**config.mk**
```make
export PLATFORM = sky130hd
export DESIGN_NAME = mrst_regbank
export DESIGN_NICKNAME = d
export VERILOG_FILES = /design/src/rtl/mrst_pkg.sv /design/src/rtl/mrst_ctrl.sv /design/src/rtl/mrst_datapath.sv /design/src/rtl/mrst_regbank.sv
export SDC_FILE = /design/constraint.sdc
export NUM_CORES = 1
export LEC_CHECK = 0
export ABC_CLOCK_PERIOD_IN_PS = 6140
export BUFFER_PORTS_ARGS = -buffer_cell sky130_fd_sc_hd__buf_2
export CAP_MARGIN = 30
export CORE_MARGIN = 3
export CORE_UTILIZATION = 65
export CTS_CLUSTER_DIAMETER = 100
export CTS_CLUSTER_SIZE = 40
export DETAILED_ROUTE_END_ITERATION = 8
export HOLD_SLACK_MARGIN = 0.05
export PLACE_DENSITY = 0.85
export SLEW_MARGIN = 10
export SYNTH_ARGS = -nofsm -noshare
export SYNTH_HDL_FRONTEND = slang
export SYNTH_SLANG_ARGS = --single-unit
```
**constraint.sdc**
```tcl
create_clock -name clk -period 6.14 [get_ports clk]
set_input_delay 0.921 -clock clk [delete_from_list [all_inputs] [get_ports clk]]
set_output_delay 0.921 -clock clk [all_outputs]
set_load 0.1 [all_outputs]
```
**src/rtl/mrst_pkg.sv**
```systemverilog
`timescale 1ns/1ps
package mrst_pkg;
  localparam int DW = 16;
  localparam int ID_WORDS = 7;
  localparam int SA_SLOTS = 8;
  localparam int ECC_WORDS = 9;
  localparam int ECC_IDX_W = $clog2(ECC_WORDS);

  localparam logic [SA_SLOTS-1:0] SA_MAP = 8'b1001_1111;

  localparam logic [15:0] A_BUF  = 16'hF200;
  localparam logic [15:0] A_CMD  = 16'hF220;
  localparam logic [15:0] A_CFG  = 16'hF221;
  localparam logic [15:0] A_CST  = 16'hF240;
  localparam logic [15:0] A_INT  = 16'hF241;
  localparam logic [15:0] A_BLKS = 16'hF24C;
  localparam logic [15:0] A_BLKE = 16'hF24D;

  localparam logic [15:0] CMD_HOT   = 16'h00F3;
  localparam logic [15:0] CMD_ARRAY = 16'h00F0;

  localparam logic [15:0] CFG_DEFAULT   = 16'h40C0;
  localparam logic [15:0] CFG_COLD_ONLY = 16'h00E0;
  localparam logic [15:0] CFG_LOCK      = 16'h0003;

  localparam logic [15:0] INT_DEF_COLD = 16'h8080;
  localparam logic [15:0] INT_DEF_WARM = 16'h8010;
  localparam logic [15:0] INT_DEF_HOT  = 16'h8030;
  localparam logic [15:0] INT_DEF_CORE = 16'h8000;

  typedef enum logic [2:0] {RK_NONE, RK_CORE, RK_HOT, RK_WARM, RK_COLD} rst_kind_e;

  typedef enum logic [3:0] {
    SEL_NONE, SEL_ID, SEL_SA, SEL_BUF, SEL_CMD, SEL_CFG,
    SEL_CST, SEL_INT, SEL_BLKS, SEL_BLKE, SEL_ECC
  } reg_sel_e;

  typedef struct packed {
    reg_sel_e   sel;
    logic [3:0] idx;
  } addr_dec_t;

  typedef struct packed {
    rst_kind_e  kind;
    logic       wrEn;
    reg_sel_e   sel;
    logic [3:0] idx;
    logic       cmdWr;
  } bank_ctl_t;

  function automatic addr_dec_t decodeAddr(input logic [15:0] a);
    addr_dec_t d;
    d.sel = SEL_NONE;
    d.idx = a[3:0];
    if (a[15:4] == 12'hF00 && a[3:0] < 4'(ID_WORDS))       d.sel = SEL_ID;
    else if (a[15:3] == 13'h1E20 && SA_MAP[a[2:0]])        d.sel = SEL_SA;
    else if (a == A_BUF)                                   d.sel = SEL_BUF;
    else if (a == A_CMD)                                   d.sel = SEL_CMD;
    else if (a == A_CFG)                                   d.sel = SEL_CFG;
    else if (a == A_CST)                                   d.sel = SEL_CST;
    else if (a == A_INT)                                   d.sel = SEL_INT;
    else if (a == A_BLKS)                                  d.sel = SEL_BLKS;
    else if (a == A_BLKE)                                  d.sel = SEL_BLKE;
    else if (a[15:4] == 12'hFF0 && a[3:0] < 4'(ECC_WORDS)) d.sel = SEL_ECC;
    return d;
  endfunction
endpackage

```
**src/rtl/mrst_ctrl.sv**
```systemverilog
`timescale 1ns/1ps
module mrst_ctrl
  import mrst_pkg::*;
(
  input  logic        clk,
  input  logic        coldRst,
  input  logic        warmRst,
  input  logic        bootCtx,
  input  logic [15:0] busAddr,
  input  logic        busWrEn,
  input  logic [15:0] busWrData,
  output bank_ctl_t   ctl,
  output logic        cmdStrobe
);
  logic      hotPend;
  logic      corePend;
  rst_kind_e kind;
  addr_dec_t dec;
  logic      cmdWr;

  // widest-scope source wins
  always_comb begin
    if (coldRst)       kind = RK_COLD;
    else if (warmRst)  kind = RK_WARM;
    else if (hotPend)  kind = RK_HOT;
    else if (corePend) kind = RK_CORE;
    else               kind = RK_NONE;
  end

  assign dec   = decodeAddr(busAddr);
  assign cmdWr = (kind == RK_NONE) && busWrEn && (dec.sel == SEL_CMD);

  // command-requested resets act one edge after the accepted write
  always_ff @(posedge clk) begin
    if (coldRst || warmRst) begin
      hotPend  <= 1'b0;
      corePend <= 1'b0;
    end else begin
      hotPend  <= cmdWr && ((busWrData == CMD_HOT) ||
                            (bootCtx && busWrData == CMD_ARRAY));
      corePend <= cmdWr && !bootCtx && (busWrData == CMD_ARRAY);
    end
  end

  always_comb begin
    ctl.kind  = kind;
    ctl.wrEn  = (kind == RK_NONE) && busWrEn;
    ctl.sel   = dec.sel;
    ctl.idx   = dec.idx;
    ctl.cmdWr = cmdWr;
  end

  assign cmdStrobe = cmdWr;
endmodule

```
**src/rtl/mrst_datapath.sv**
```systemverilog
`timescale 1ns/1ps
module mrst_datapath
  import mrst_pkg::*;
#(
  parameter logic [ID_WORDS*DW-1:0] ID_TABLE = '0,
  parameter logic [DW-1:0] CFG_DEF   = CFG_DEFAULT,
  parameter logic [DW-1:0] CFG_STICK = CFG_COLD_ONLY,
  parameter logic [DW-1:0] CFG_LOCKS = CFG_LOCK,
  parameter logic [DW-1:0] INT_COLD  = INT_DEF_COLD,
  parameter logic [DW-1:0] INT_WARM  = INT_DEF_WARM,
  parameter logic [DW-1:0] INT_HOT   = INT_DEF_HOT,
  parameter logic [DW-1:0] INT_CORE  = INT_DEF_CORE
) (
  input  logic                 clk,
  input  bank_ctl_t            ctl,
  input  logic [DW-1:0]        busWrData,
  input  logic [DW-1:0]        ctrlStatus,
  input  logic [DW-1:0]        intSet,
  input  logic                 eccLoad,
  input  logic [ECC_IDX_W-1:0] eccIdx,
  input  logic [DW-1:0]        eccData,
  output logic [DW-1:0]        busRdData
);
  localparam logic [DW-1:0] CFG_KEEP = CFG_STICK | CFG_LOCKS;

  logic broadRst;
  logic anyRst;
  assign broadRst = (ctl.kind == RK_HOT) || (ctl.kind == RK_WARM) || (ctl.kind == RK_COLD);
  assign anyRst   = (ctl.kind != RK_NONE);

  function automatic logic hit(input bank_ctl_t c, input reg_sel_e s);
    return c.wrEn && (c.sel == s);
  endfunction

  logic [DW-1:0] saQ [SA_SLOTS];
  logic [DW-1:0] eccQ [ECC_WORDS];
  logic [DW-1:0] bufQ, cmdQ, cfgQ, intQ, blkSQ, blkEQ;

  for (genvar g = 0; g < SA_SLOTS; g++) begin : g_sa
    if (SA_MAP[g]) begin : g_live
      logic [DW-1:0] q;
      always_ff @(posedge clk) begin
        if (broadRst)
          q <= '0;
        else if (hit(ctl, SEL_SA) && ctl.idx == 4'(g))
          q <= busWrData;
      end
      assign saQ[g] = q;
    end else begin : g_gap
      assign saQ[g] = '0;
    end
  end

  for (genvar g = 0; g < ECC_WORDS; g++) begin : g_ecc
    logic [DW-1:0] q;
    always_ff @(posedge clk) begin
      if (anyRst || ctl.cmdWr)
        q <= '0;
      else if (eccLoad && eccIdx == ECC_IDX_W'(g))
        q <= eccData;
    end
    assign eccQ[g] = q;
  end

  always_ff @(posedge clk) begin
    if (broadRst) begin
      bufQ  <= '0;
      blkSQ <= '0;
      blkEQ <= '0;
    end else begin
      if (hit(ctl, SEL_BUF))  bufQ  <= busWrData;
      if (hit(ctl, SEL_BLKS)) blkSQ <= busWrData;
      if (hit(ctl, SEL_BLKE)) blkEQ <= busWrData;
    end
  end

  always_ff @(posedge clk) begin
    if (anyRst)         cmdQ <= '0;
    else if (ctl.cmdWr) cmdQ <= busWrData;
  end

  always_ff @(posedge clk) begin
    unique case (ctl.kind)
      RK_COLD:         cfgQ <= CFG_DEF;
      RK_WARM, RK_HOT: cfgQ <= (cfgQ & CFG_KEEP) | (CFG_DEF & ~CFG_KEEP);
      RK_CORE:         cfgQ <= cfgQ;
      default: begin
        if (hit(ctl, SEL_CFG))
          cfgQ <= (busWrData & ~CFG_LOCKS) | ((busWrData | cfgQ) & CFG_LOCKS);
      end
    endcase
  end

  logic [DW-1:0] w1cMask;
  assign w1cMask = hit(ctl, SEL_INT) ? busWrData : '0;

  always_ff @(posedge clk) begin
    unique case (ctl.kind)
      RK_COLD: intQ <= INT_COLD;
      RK_WARM: intQ <= INT_WARM;
      RK_HOT:  intQ <= INT_HOT;
      RK_CORE: intQ <= INT_CORE;
      default: intQ <= (intQ & ~w1cMask) | intSet;
    endcase
  end

  always_comb begin
    busRdData = '0;
    unique case (ctl.sel)
      SEL_ID:
        for (int i = 0; i < ID_WORDS; i++)
          if (ctl.idx == 4'(i)) busRdData = ID_TABLE[i*DW +: DW];
      SEL_SA:
        for (int i = 0; i < SA_SLOTS; i++)
          if (ctl.idx == 4'(i)) busRdData = saQ[i];
      SEL_ECC:
        for (int i = 0; i < ECC_WORDS; i++)
          if (ctl.idx == 4'(i)) busRdData = eccQ[i];
      SEL_BUF:  busRdData = bufQ;
      SEL_CMD:  busRdData = cmdQ;
      SEL_CFG:  busRdData = cfgQ;
      SEL_CST:  busRdData = ctrlStatus;
      SEL_INT:  busRdData = intQ;
      SEL_BLKS: busRdData = blkSQ;
      SEL_BLKE: busRdData = blkEQ;
      default:  busRdData = '0;
    endcase
  end
endmodule

```
**src/rtl/mrst_regbank.sv**
```systemverilog
`timescale 1ns/1ps
module mrst_regbank
  import mrst_pkg::*;
#(
  parameter logic [ID_WORDS*DW-1:0] ID_TABLE =
    {16'h0000, 16'h0201, 16'h0200, 16'h0800, 16'h0011, 16'h0040, 16'h00EC},
  parameter logic [DW-1:0] CFG_DEF  = CFG_DEFAULT,
  parameter logic [DW-1:0] INT_COLD = INT_DEF_COLD,
  parameter logic [DW-1:0] INT_WARM = INT_DEF_WARM,
  parameter logic [DW-1:0] INT_HOT  = INT_DEF_HOT,
  parameter logic [DW-1:0] INT_CORE = INT_DEF_CORE
) (
  input  logic                 clk,
  input  logic                 coldRst,
  input  logic                 warmRst,
  input  logic                 bootCtx,
  input  logic [15:0]          busAddr,
  input  logic                 busWrEn,
  input  logic [15:0]          busWrData,
  output logic [15:0]          busRdData,
  output logic                 cmdStrobe,
  input  logic [15:0]          ctrlStatus,
  input  logic [15:0]          intSet,
  input  logic                 eccLoad,
  input  logic [ECC_IDX_W-1:0] eccIdx,
  input  logic [15:0]          eccData
);
  bank_ctl_t ctl;

  mrst_ctrl u_ctrl (
    .clk       (clk),
    .coldRst   (coldRst),
    .warmRst   (warmRst),
    .bootCtx   (bootCtx),
    .busAddr   (busAddr),
    .busWrEn   (busWrEn),
    .busWrData (busWrData),
    .ctl       (ctl),
    .cmdStrobe (cmdStrobe)
  );

  mrst_datapath #(
    .ID_TABLE  (ID_TABLE),
    .CFG_DEF   (CFG_DEF),
    .CFG_STICK (CFG_COLD_ONLY),
    .CFG_LOCKS (CFG_LOCK),
    .INT_COLD  (INT_COLD),
    .INT_WARM  (INT_WARM),
    .INT_HOT   (INT_HOT),
    .INT_CORE  (INT_CORE)
  ) u_dp (
    .clk        (clk),
    .ctl        (ctl),
    .busWrData  (busWrData),
    .ctrlStatus (ctrlStatus),
    .intSet     (intSet),
    .eccLoad    (eccLoad),
    .eccIdx     (eccIdx),
    .eccData    (eccData),
    .busRdData  (busRdData)
  );
endmodule

```
Yosys cells after proc, flatten, opt, wreduce, memory -nomap -nowiden
Memory sizes are Yosys's and may differ from the RTL's.
Cells that the tools add are included.
W data, S select, Z words.
- memories: 1
- output and inout bits: 17
- input port bits: 90
- ROM bits: 8
- word-level logic and storage cells: 166
- bits in registers: 338
- reductions and logical operators: 45
- eq/ne operators: 42
- muxes and demuxes: 44
- bitwise operators: 7
- magnitude comparators: 3
- memories (memory ; words ; bits a word ; rd ports ; clocked after memory_dff ; write ports ; RTL line ; RTL):
    (name not given) ; 8 ; 1 ; 1 ; 0 ; 0 ; mrst_pkg.sv:56 ; else if (a[15:3] == 13'h1E20 && SA_MAP[a[2:0]]) d.sel = SEL_SA;
- operators by type and width (kind ; count):
    $mux W16 ; 19
    $pmux W16 S10 ; 1
    $eq A16 B16 Y1 const B ; 7
    $pmux W16 S4 ; 1
    $eq A4 B3 Y1 const B ; 12
    $mux W12 ; 4
    $pmux W16 S3 ; 1
    $mux W4 ; 10
    $eq A16 B8 Y1 const B ; 2
    $logic_and A1 B1 Y1 ; 30
    $eq A12 B12 Y1 const B ; 2
    $eq A4 B2 Y1 const B ; 6
    $mux W8 ; 3
    $eq A4 B4 Y1 const B ; 5
    $and A16 B16 Y16 ; 1
    $not A16 Y16 ; 1
    $or A16 B16 Y16 ; 1
    $or A16 B2 Y16 ; 1
    $eq A13 B13 Y1 const B ; 1
    $eq A4 B1 Y1 const B ; 3
    $mux W3 ; 3
    $logic_not A4 Y1 ; 2
    $eq A3 B2 Y1 const B ; 2
    $reduce_bool A3 Y1 ; 2
    15 further kinds ; 21

Depth between registers and ports, before layout
Gate-level depths: netlist of run 1.
- depth in word-level cells: 19
- mapped depth: 13
- depth with buffers taken out: 8

Cells and area by module
A second synthesis of run 1 with hierarchy kept.
- cells, all modules: 1895
- area, all modules: 16120.5 um^2
- modules (own cells, without submodules) (module ; area each (um^2) ; sequential area each (um^2) ; cells each ; instances):
    mrst_datapath ; 15647.5 ; 6886.6 ; 1830 ; 1
    mrst_ctrl ; 473.0 ; 40.0 ; 65 ; 1

Least setup slack after synthesis of run 1
No wires, ideal clock.
- path kind: in2out
- start: input port busAddr[0]
- end: output port cmdStrobe
- path buffers: 3
- slack: 973 ps
- data arrival time: 4246 ps
- data required time: 5219 ps
- stages: 9
- cell sequence: inv_1 -> ha_1 -> buf_2 -> or3b_2 -> buf_2 -> o22ai_1 -> a32o_1 -> buf_4 -> nor3_1
- cells in the longest elaborated chain, start to end: 14
- elaborated cells between the ends (all ways): 26
- classes of those cells: order compare (2); eq/ne (8); mux (11); reduce/logical (4); memory (1)
- RTL lines (item ; RTL line ; RTL):
    from (decl) ; mrst_regbank.sv:17 ; input logic [15:0] busAddr,
    $lt A4 B4 Y1 ; mrst_pkg.sv:64 ; else if (a[15:4] == 12'hFF0 && a[3:0] < 4'(ECC_WORDS)) d.sel = SEL_ECC;
    $logic_and A1 B1 Y1 ; mrst_pkg.sv:64 ;
    $mux W4 ; mrst_pkg.sv:64 ;
    $mux W4 ; mrst_pkg.sv:63 ; else if (a == A_BLKE) d.sel = SEL_BLKE;
    $mux W4 ; mrst_pkg.sv:62 ; else if (a == A_BLKS) d.sel = SEL_BLKS;
    $mux W4 ; mrst_pkg.sv:61 ; else if (a == A_INT) d.sel = SEL_INT;
    $mux W4 ; mrst_pkg.sv:60 ; else if (a == A_CST) d.sel = SEL_CST;
    $mux W4 ; mrst_pkg.sv:59 ; else if (a == A_CFG) d.sel = SEL_CFG;
    $mux W4 ; mrst_pkg.sv:58 ; else if (a == A_CMD) d.sel = SEL_CMD;
    $mux W4 ; mrst_pkg.sv:57 ; else if (a == A_BUF) d.sel = SEL_BUF;
    $mux W4 ; mrst_pkg.sv:56 ;
    $mux W4 * ; mrst_pkg.sv:55 ; if (a[15:4] == 12'hF00 && a[3:0] < 4'(ID_WORDS)) d.sel = SEL_ID;
    $eq A4 B3 Y1 * ; mrst_ctrl.sv:31 ; assign cmdWr = (kind == RK_NONE) && busWrEn && (dec.sel == SEL_CMD);
    $logic_and A1 B1 Y1 * ; mrst_ctrl.sv:31 ;
    to (decl) ; mrst_regbank.sv:21 ; output logic cmdStrobe,
Every way passes the cells marked *; elsewhere a longest branch is shown, timed or not. The select of a mux whose other input is x is not followed.

Worst setup path after layout of run 1
- start: input port busAddr[0]
- end: output port busRdData[5]
- cells in the longest elaborated chain, start to end: 14
- elaborated cells between the ends (all ways): 68
- classes of those cells: order compare (2); eq/ne (25); mux (36); reduce/logical (4); memory (1)
- RTL lines (item ; RTL line ; RTL):
    $lt A4 B4 Y1 ; mrst_pkg.sv:64 ;
    $logic_and A1 B1 Y1 ; mrst_pkg.sv:64 ;
    $mux W4 ; mrst_pkg.sv:64 ;
    $mux W4 ; mrst_pkg.sv:63 ;
    $mux W4 ; mrst_pkg.sv:62 ;
    $mux W4 ; mrst_pkg.sv:61 ;
    $mux W4 ; mrst_pkg.sv:60 ;
    $mux W4 ; mrst_pkg.sv:59 ;
    $mux W4 ; mrst_pkg.sv:58 ;
    $mux W4 ; mrst_pkg.sv:57 ;
    $mux W4 ; mrst_pkg.sv:56 ;
    $mux W4 ; mrst_pkg.sv:55 ;
    $eq A4 B4 Y1, or another cell as far along ; mrst_datapath.sv:109 ; unique case (ctl.sel)
    $pmux W16 S10 * ; mrst_datapath.sv:109 ;
    to (decl) ; mrst_regbank.sv:20 ; output logic [15:0] busRdData,
Marked as above.

==> impl_metrics.xml, run 1 <==
<?xml version="1.0" encoding="UTF-8"?>
<metrics>
  <group name="outcome">
    <metric name="status" unit="">completed</metric>
  </group>
  <group name="clock_network">
    <metric name="h-tree-depth" unit="">1</metric>
    <metric name="cts_made_buffers" unit="">12</metric>
    <metric name="cts.clk_slew.worst_paths" unit="ns">0.13</metric>
    <metric name="cts_tree" unit="">yes</metric>
    <metric name="max-clock-path-buffers" unit="">3</metric>
    <metric name="clockRootBuffer" unit="">sky130_fd_sc_hd__clkbuf_16</metric>
    <metric name="ctsResizeCount" unit="">0</metric>
    <metric name="clock-sinks" unit="">338</metric>
    <metric name="cts-hold-fix-buffers" unit="">0</metric>
    <metric name="post-cts-setup-buffers" unit="">0</metric>
    <metric name="clock_insertion_delay_worst_skew" unit="ns">0.52</metric>
  </group>
  <group name="pwr">
    <metric name="ir_drop" unit="mV">0.174</metric>
    <metric name="cellPowerDensity" unit="mW/mm^2">216</metric>
    <metric name="static-leakage-power" unit="nW">5.71</metric>
    <metric name="total_power" unit="mW">3.65</metric>
  </group>
  <group name="drt">
    <metric name="finalWirelength" unit="um">52500</metric>
    <metric name="post_drt_wl_per_cell" unit="um">23.4</metric>
    <metric name="dr.pass1.iters" unit="">6</metric>
    <metric name="drc" unit="">0</metric>
    <metric name="total_via_count_after_detailed_routing" unit="">15023</metric>
    <metric name="drt_iter0_drc" unit="">2504</metric>
    <metric name="drt.antenna.violating_nets" unit="">0</metric>
    <metric name="drt-vias-per-instance" unit="">6.70</metric>
  </group>
  <group name="logic_synthesis">
    <metric name="yosysMostFrequentCell" unit="">sky130_fd_sc_hd__nand2_1</metric>
    <metric name="synth_edf_count" unit="">16</metric>
    <metric name="mappedNetlistNets" unit="">2026</metric>
    <metric name="syn-instance-count" unit="">1931</metric>
    <metric name="synthesis.area_per_instance" unit="sq um">8.23</metric>
    <metric name="synth_flop_cell" unit="">sky130_fd_sc_hd__dfxtp_1</metric>
    <metric name="area_of_the_mapped_netlist" unit="sq mm">0.0159</metric>
    <metric name="yosysWarningCount" unit="">0</metric>
    <metric name="dominant_cell_type_by_area_after_synthesis" unit="">sky130_fd_sc_hd__dfxtp_1</metric>
    <metric name="post_synth_num_cell_types" unit="">85</metric>
    <metric name="yosys.area.top_type_share" unit="%">40.6</metric>
    <metric name="yosys_register_bits" unit="">338</metric>
    <metric name="post_synth_most_frequent_cells" unit="">357 x sky130_fd_sc_hd__nand2_1, 322 x sky130_fd_sc_hd__dfxtp_1, 226 x sky130_fd_sc_hd__nor2_1</metric>
    <metric name="ys_async_sr_fraction" unit="%">0</metric>
    <metric name="synth.yosys.seq_area_share" unit="%">43.6</metric>
    <metric name="synthTopCellsByArea" unit="">sky130_fd_sc_hd__dfxtp_1 41%, sky130_fd_sc_hd__mux2i_1 9.9%, sky130_fd_sc_hd__nand2_1 8.4%</metric>
  </group>
  <group name="sta">
    <metric name="drv_slew" unit="">0</metric>
    <metric name="clock-skew-final" unit="ns">0.0208</metric>
    <metric name="max_clock_freq" unit="MHz">184</metric>
    <metric name="holdWs" unit="ns">0.459</metric>
    <metric name="finalCritPeriodShare" unit="%">88.3</metric>
    <metric name="grt_setup_unrepaired" unit="">false</metric>
    <metric name="tightest_slew" unit="ns">0.982</metric>
    <metric name="finalSetupTns" unit="ns">0</metric>
    <metric name="report.final.hold_viol_count" unit="">0</metric>
    <metric name="period_minus_slack" unit="ns">5.42</metric>
    <metric name="report.final.setup_viol" unit="">0</metric>
    <metric name="worst_rel_slew_slack" unit="%">32.8</metric>
  </group>
  <group name="worst_setup_path">
    <metric name="critPathMaxFanout" unit="">19</metric>
    <metric name="startpoint_type" unit="">input pin</metric>
    <metric name="crit_path_end_kind" unit="">primary output</metric>
    <metric name="worst_ep_required_time" unit="ns">5.22</metric>
    <metric name="critical_path_arrival" unit="ns">4.50</metric>
    <metric name="critPathKind" unit="">in -&gt; out</metric>
  </group>
  <group name="grt">
    <metric name="global_route_wire_length_before_repair" unit="um">80000</metric>
    <metric name="groute.layer.met3.usage" unit="%">8.24</metric>
    <metric name="grt_busiest_layer" unit="">met2</metric>
    <metric name="number_of_global_route_vias_before_repair" unit="">13922</metric>
    <metric name="gr-usage-all-layers" unit="%">38.7</metric>
    <metric name="global_route.overflow_total" unit="">0</metric>
    <metric name="grt_use_met1" unit="%">54.2</metric>
    <metric name="grt_max_degree" unit="">76</metric>
    <metric name="antenna_violations_before_repair" unit="">1</metric>
    <metric name="global_route.usage.met2" unit="%">57.2</metric>
  </group>
  <group name="die">
    <metric name="die_area" unit="sq mm">0.0264</metric>
    <metric name="fp.coreArea" unit="sq mm">0.0238</metric>
    <metric name="die_h" unit="um">162</metric>
    <metric name="io_pins" unit="">107</metric>
    <metric name="floorplan.initialDensity" unit="%">66.9</metric>
    <metric name="chipWidth" unit="um">162</metric>
    <metric name="std_cell_rows" unit="">56</metric>
  </group>
  <group name="place">
    <metric name="placed_area" unit="sq mm">0.0165</metric>
    <metric name="place_inst" unit="">2220</metric>
    <metric name="io_buffer_count" unit="">106</metric>
    <metric name="dp.final_hpwl" unit="um">35900</metric>
    <metric name="gp_congestion" unit="">0.997</metric>
  </group>
  <group name="final_layout">
    <metric name="layout.nets" unit="">2012</metric>
    <metric name="final_cells" unit="">2241</metric>
    <metric name="finalInstanceArea" unit="sq mm">0.0169</metric>
    <metric name="seqCellArea" unit="sq mm">0.00693</metric>
    <metric name="fill_cells" unit="">1873</metric>
    <metric name="syn2layout_area_growth" unit="%">6.51</metric>
    <metric name="insertedDiodeCount" unit="">0</metric>
    <metric name="multi_input_comb_area" unit="sq mm">0.00814</metric>
    <metric name="final_layout_size_suffix_gt1_share" unit="%">11.0</metric>
  </group>
  <group name="run">
    <metric name="cap_violations" unit="">0</metric>
  </group>
  <group name="min_path">
    <metric name="min-delay-path-class" unit="">reg -&gt; reg</metric>
  </group>
</metrics>
-- stage by stage --
| step | worst slack, ns | utilization (%) |
|---|---|---|
| after floorplan | 0.973 | - |
| after global placement | 1.02 | 69.3 |
| after detailed placement | 0.972 | 69.6 |
| after CTS | 0.960 | 71.1 |
| after global routing | 0.825 | 71.2 |
| final | 0.716 | 71.2 |
-- final timing paths --
kind / startpoint / to / slack [ns] / cells after the start
hold reg to reg: u_dp.g_ecc[3].q[6]$_SDFFE_PP0P_ / u_dp.g_ecc[3].q[6]$_SDFFE_PP0P_ / 0.46 / 2
setup reg to reg: u_ctrl.hotPend$_SDFF_PP0_ / u_dp.g_ecc[5].q[6]$_SDFFE_PP0P_ / 2.68 / 7
hold / removal: u_dp.g_ecc[3].q[6]$_SDFFE_PP0P_ / u_dp.g_ecc[3].q[6]$_SDFFE_PP0P_ / 0.46 / 2
setup / recovery: busAddr[0] / busRdData[5] / 0.72 / 9
-- cells in the final DEF, fill, tap and decap left out, types with 6 or more instances in the layout --
cell type and n:
sky130_fd_sc_hd__a211oi_1 12, sky130_fd_sc_hd__a21oi_1 210, sky130_fd_sc_hd__a221oi_1 11, sky130_fd_sc_hd__a222oi_1 12, sky130_fd_sc_hd__a22o_1 13, sky130_fd_sc_hd__a22oi_1 33, sky130_fd_sc_hd__a2bb2oi_1 6, sky130_fd_sc_hd__a31oi_1 6
sky130_fd_sc_hd__a32oi_1 10, sky130_fd_sc_hd__and2_1 7, sky130_fd_sc_hd__buf_2 101, sky130_fd_sc_hd__buf_4 41, sky130_fd_sc_hd__clkbuf_16 13, sky130_fd_sc_hd__dfxtp_1 322, sky130_fd_sc_hd__edfxtp_1 16, sky130_fd_sc_hd__inv_1 23
sky130_fd_sc_hd__mux2i_1 157, sky130_fd_sc_hd__nand2_1 357, sky130_fd_sc_hd__nand2b_1 10, sky130_fd_sc_hd__nand3_1 32, sky130_fd_sc_hd__nand3b_1 8, sky130_fd_sc_hd__nor2_1 226, sky130_fd_sc_hd__nor2b_1 10, sky130_fd_sc_hd__nor3_1 12
sky130_fd_sc_hd__nor4_1 9, sky130_fd_sc_hd__nor4_2 6, sky130_fd_sc_hd__o2111ai_1 6, sky130_fd_sc_hd__o211ai_1 9, sky130_fd_sc_hd__o21a_1 11, sky130_fd_sc_hd__o21ai_0 68, sky130_fd_sc_hd__o221ai_1 11, sky130_fd_sc_hd__o2bb2ai_1 13
sky130_fd_sc_hd__or4_1 6
-- logic make-up after synthesis --
family	count (synthesis)	synth area share [%]
mux	157	9.89
buf+inv	204	5.50
fa+ha+maj	5	0.394
compound gates	482	19.5
simple gates	744	21.1
xor+xnor	1	0.0551
flops	338	43.6
-- flip-flops by register name (all words and copies together) (netlist names) --
| register | count |
|---|---|
| u_ctrl.corePend | 1 |
| u_ctrl.hotPend | 1 |
| u_dp.blkEQ | 16 |
| u_dp.blkSQ | 16 |
| u_dp.bufQ | 16 |
| u_dp.cfgQ | 16 |
| u_dp.cmdQ | 16 |
| u_dp.g_ecc.q | 144 |
| u_dp.g_sa.g_live.q | 96 |
| u_dp.intQ | 16 |
-- power breakdown --
part | total, mW | internal [mW] | switching [mW]
Clock | 1.09 | 0.411 | 0.683
Combinational | 0.320 | 0.0863 | 0.234
Sequential | 2.24 | 2.23 | 0.00988
Total | 3.65 | 2.73 | 0.927
-- final cells by class --
class | instances | area share (%)
multi-input cells | 1389 | 48.1
well taps | 319 | 2.36
clock inverters | 4 | 0.163
repair buffers | 153 | 5.91
inverters | 23 | 0.510
clock buffers | 15 | 2.03
flip-flops and latches | 338 | 40.9
-- metal layers --
layer	vias to the layer above	share of wire, %
met1	7064	40
met3	182	13
li1	6698	-
met2	1077	43
met5	-	0.025
met4	2	5.2
-- critical path: stages --
cell and delay (ns):
sky130_fd_sc_hd__buf_2 0.12, sky130_fd_sc_hd__inv_1 0.10, sky130_fd_sc_hd__ha_2 0.47, sky130_fd_sc_hd__or4b_1 0.89, sky130_fd_sc_hd__o221ai_1 0.32, sky130_fd_sc_hd__a21oi_1 0.06
sky130_fd_sc_hd__a2111oi_0 0.88, sky130_fd_sc_hd__o221ai_1 0.45, sky130_fd_sc_hd__buf_12 0.28
Power figures use the tool's default switching activity.
==> inputs of run 2 (changes only) <==
--- a/constraint.sdc
+++ b/constraint.sdc
@@ -3,2 +3,2 @@
 set_output_delay 0.921 -clock clk [all_outputs]
-set_load 0.1 [all_outputs]
+set_load 0.005 [all_outputs]
==> impl_metrics.xml, run 2 (same netlist as run 1, synthesis figures left out) <==
<?xml version="1.0" encoding="UTF-8"?>
<metrics>
  <group name="drt">
    <metric name="drt.antenna.violating_nets" unit="">0</metric>
    <metric name="finalWirelength" unit="um">52400</metric>
    <metric name="drt_iter0_drc" unit="">2454</metric>
    <metric name="total_via_count_after_detailed_routing" unit="">14999</metric>
    <metric name="dr.pass1.iters" unit="">6</metric>
    <metric name="post_drt_wl_per_cell" unit="um">23.4</metric>
    <metric name="drc" unit="">0</metric>
    <metric name="drt-vias-per-instance" unit="">6.70</metric>
  </group>
  <group name="worst_setup_path">
    <metric name="critPathMaxFanout" unit="">25</metric>
    <metric name="worst-r2r-cell-count" unit="">8</metric>
    <metric name="critPathKind" unit="">in -&gt; out</metric>
    <metric name="crit-reg2reg-launch" unit="">u_ctrl.hotPend$_SDFF_PP0_</metric>
    <metric name="startpoint_type" unit="">input pin</metric>
    <metric name="crit_path_end_kind" unit="">primary output</metric>
    <metric name="reg2reg_to" unit="">u_dp.g_ecc[1].q[8]$_SDFFE_PP0P_</metric>
    <metric name="critical_path_arrival" unit="ns">4.19</metric>
    <metric name="worst_ep_required_time" unit="ns">5.22</metric>
    <metric name="setup.reg_to_reg.worst_slack" unit="ns">2.58</metric>
  </group>
  <group name="sta">
    <metric name="worst_rel_slew_slack" unit="%">32.3</metric>
    <metric name="clock-skew-final" unit="ns">0.0205</metric>
    <metric name="finalCritPeriodShare" unit="%">83.3</metric>
    <metric name="report.final.setup_viol" unit="">0</metric>
    <metric name="grt_setup_unrepaired" unit="">false</metric>
    <metric name="max_clock_freq" unit="MHz">196</metric>
    <metric name="drv_slew" unit="">0</metric>
    <metric name="period_minus_slack" unit="ns">5.11</metric>
    <metric name="report.final.hold_viol_count" unit="">0</metric>
    <metric name="finalSetupTns" unit="ns">0</metric>
    <metric name="tightest_slew" unit="ns">0.989</metric>
  </group>
  <group name="clock_network">
    <metric name="cts.clk_slew.worst_paths" unit="ns">0.13</metric>
    <metric name="clock_insertion_delay_worst_skew" unit="ns">0.53</metric>
    <metric name="clockRootBuffer" unit="">sky130_fd_sc_hd__clkbuf_16</metric>
    <metric name="clock-sinks" unit="">338</metric>
    <metric name="cts_tree" unit="">yes</metric>
    <metric name="h-tree-depth" unit="">1</metric>
    <metric name="cts-hold-fix-buffers" unit="">0</metric>
    <metric name="ctsResizeCount" unit="">0</metric>
    <metric name="cts_made_buffers" unit="">12</metric>
    <metric name="post-cts-setup-buffers" unit="">0</metric>
    <metric name="max-clock-path-buffers" unit="">3</metric>
  </group>
  <group name="final_layout">
    <metric name="syn2layout_area_growth" unit="%">6.03</metric>
    <metric name="layout_commonest_cell" unit="">sky130_fd_sc_hd__nand2_1</metric>
    <metric name="layout.nets" unit="">2010</metric>
    <metric name="insertedDiodeCount" unit="">0</metric>
    <metric name="reg_top3" unit="">u_dp.g_ecc.q: 144 flops, u_dp.g_sa.g_live.q: 96 flops</metric>
    <metric name="final_layout_size_suffix_gt1_share" unit="%">10.8</metric>
    <metric name="final_cell_mix" unit="">357 x sky130_fd_sc_hd__nand2_1, 322 x sky130_fd_sc_hd__dfxtp_1, 226 x sky130_fd_sc_hd__nor2_1</metric>
    <metric name="fill_cells" unit="">1895</metric>
    <metric name="max_flop_register" unit="">u_dp.g_ecc.q</metric>
    <metric name="largest_register_ffs" unit="">144</metric>
    <metric name="finalInstanceArea" unit="sq mm">0.0168</metric>
  </group>
  <group name="place">
    <metric name="placed_area" unit="sq mm">0.0165</metric>
    <metric name="dp.final_hpwl" unit="um">36000</metric>
    <metric name="gp_congestion" unit="">1.00</metric>
    <metric name="io_buffer_count" unit="">106</metric>
  </group>
  <group name="grt">
    <metric name="global_route.usage.met2" unit="%">56.2</metric>
    <metric name="number_of_global_route_vias_before_repair" unit="">13446</metric>
    <metric name="groute.layer.met3.usage" unit="%">7.38</metric>
    <metric name="antenna_violations_before_repair" unit="">1</metric>
    <metric name="grt_busiest_layer" unit="">met2</metric>
    <metric name="gr-usage-all-layers" unit="%">38.2</metric>
    <metric name="grt_use_met1" unit="%">55.4</metric>
    <metric name="global_route_wire_length_before_repair" unit="um">79000</metric>
    <metric name="global_route.overflow_total" unit="">0</metric>
    <metric name="grt_max_degree" unit="">100</metric>
  </group>
  <group name="pwr">
    <metric name="static-leakage-power" unit="nW">5.68</metric>
    <metric name="cellPowerDensity" unit="mW/mm^2">217</metric>
    <metric name="ir_drop" unit="mV">0.244</metric>
  </group>
  <group name="run">
    <metric name="cap_violations" unit="">0</metric>
  </group>
  <group name="min_path">
    <metric name="hold_path_startpoint" unit="">u_dp.blkSQ[9]$_SDFFE_PP0P_</metric>
    <metric name="holdPathStages" unit="">2</metric>
    <metric name="worstHoldEndpoint" unit="">u_dp.blkSQ[9]$_SDFFE_PP0P_</metric>
    <metric name="min-delay-path-class" unit="">reg -&gt; reg</metric>
  </group>
  <group name="outcome">
    <metric name="status" unit="">completed</metric>
  </group>
  <group name="die">
    <metric name="floorplan.initialDensity" unit="%">66.9</metric>
    <metric name="die_h" unit="um">162</metric>
    <metric name="chipWidth" unit="um">162</metric>
    <metric name="die_area" unit="sq mm">0.0264</metric>
    <metric name="io_pins" unit="">107</metric>
    <metric name="std_cell_rows" unit="">56</metric>
    <metric name="fp.coreArea" unit="sq mm">0.0238</metric>
  </group>
</metrics>
[run 2: worst max path at each step]
stage / startpoint / to / slack, ns / cells past startpoint
6_report: busAddr[1] / busRdData[7] / 1.03 / 9
3_5_place_dp: busAddr[1] / busRdData[1] / 1.23 / 11
5_1_grt: busAddr[1] / busRdData[1] / 0.98 / 11
2_1_floorplan: busAddr[0] / busRdData[11] / 2.18 / 12
3_3_place_gp: busAddr[1] / u_dp.g_ecc[2].q[6]$_SDFFE_PP0P_ / 1.21 / 12
4_1_cts: busAddr[1] / busRdData[1] / 1.22 / 11
[run 2: metal layers]
metal | vias to the layer above | part of all wire (%)
met4 | 0 | 4.7
li1 | 6705 | -
met2 | 1100 | 43
met5 | - | 0
met3 | 175 | 13
met1 | 7019 | 40
[run 2: where the power goes]
group / switching (mW) / total, mW / internal (mW)
registers: 0.0113 / 2.24 / 2.23
clock network: 0.688 / 1.09 / 0.399
logic: 0.238 / 0.326 / 0.0884
total: 0.937 / 3.65 / 2.72
[run 2: final cells by class]
type	count	area, sq um	share of cell area (%)
well taps	319	399	2.37
flip-flops and latches	338	6930	41.1
inverters	23	86.3	0.513
repair buffers	151	935	5.55
clock buffers	14	329	1.95
clock inverters	4	28.8	0.171
multi-input cells	1389	8140	48.3
[run 2: metrics by stage]
step	total power [mW]	cells	hold WS [ns]	worst slack [ns]	util (%)
after floorplan	2.48	1931	0.431	2.18	-
after global placement	2.59	2214	0.436	1.21	68.9
after detailed placement	2.60	2219	0.444	1.23	69.3
after CTS	3.62	2237	0.462	1.22	70.8
after global routing	3.73	2238	0.479	0.985	70.9
final	3.65	2238	0.462	1.03	70.9
[run 2: critical path, stage by stage]
cell and delay (ns):
sky130_fd_sc_hd__buf_2 0.11, sky130_fd_sc_hd__ha_2 0.56, sky130_fd_sc_hd__nand3b_1 0.59, sky130_fd_sc_hd__nor3_1 0.41, sky130_fd_sc_hd__and2_0 0.80, sky130_fd_sc_hd__a222oi_1 0.26, sky130_fd_sc_hd__and4b_1 0.26, sky130_fd_sc_hd__o211ai_1 0.11
sky130_fd_sc_hd__buf_2 0.17
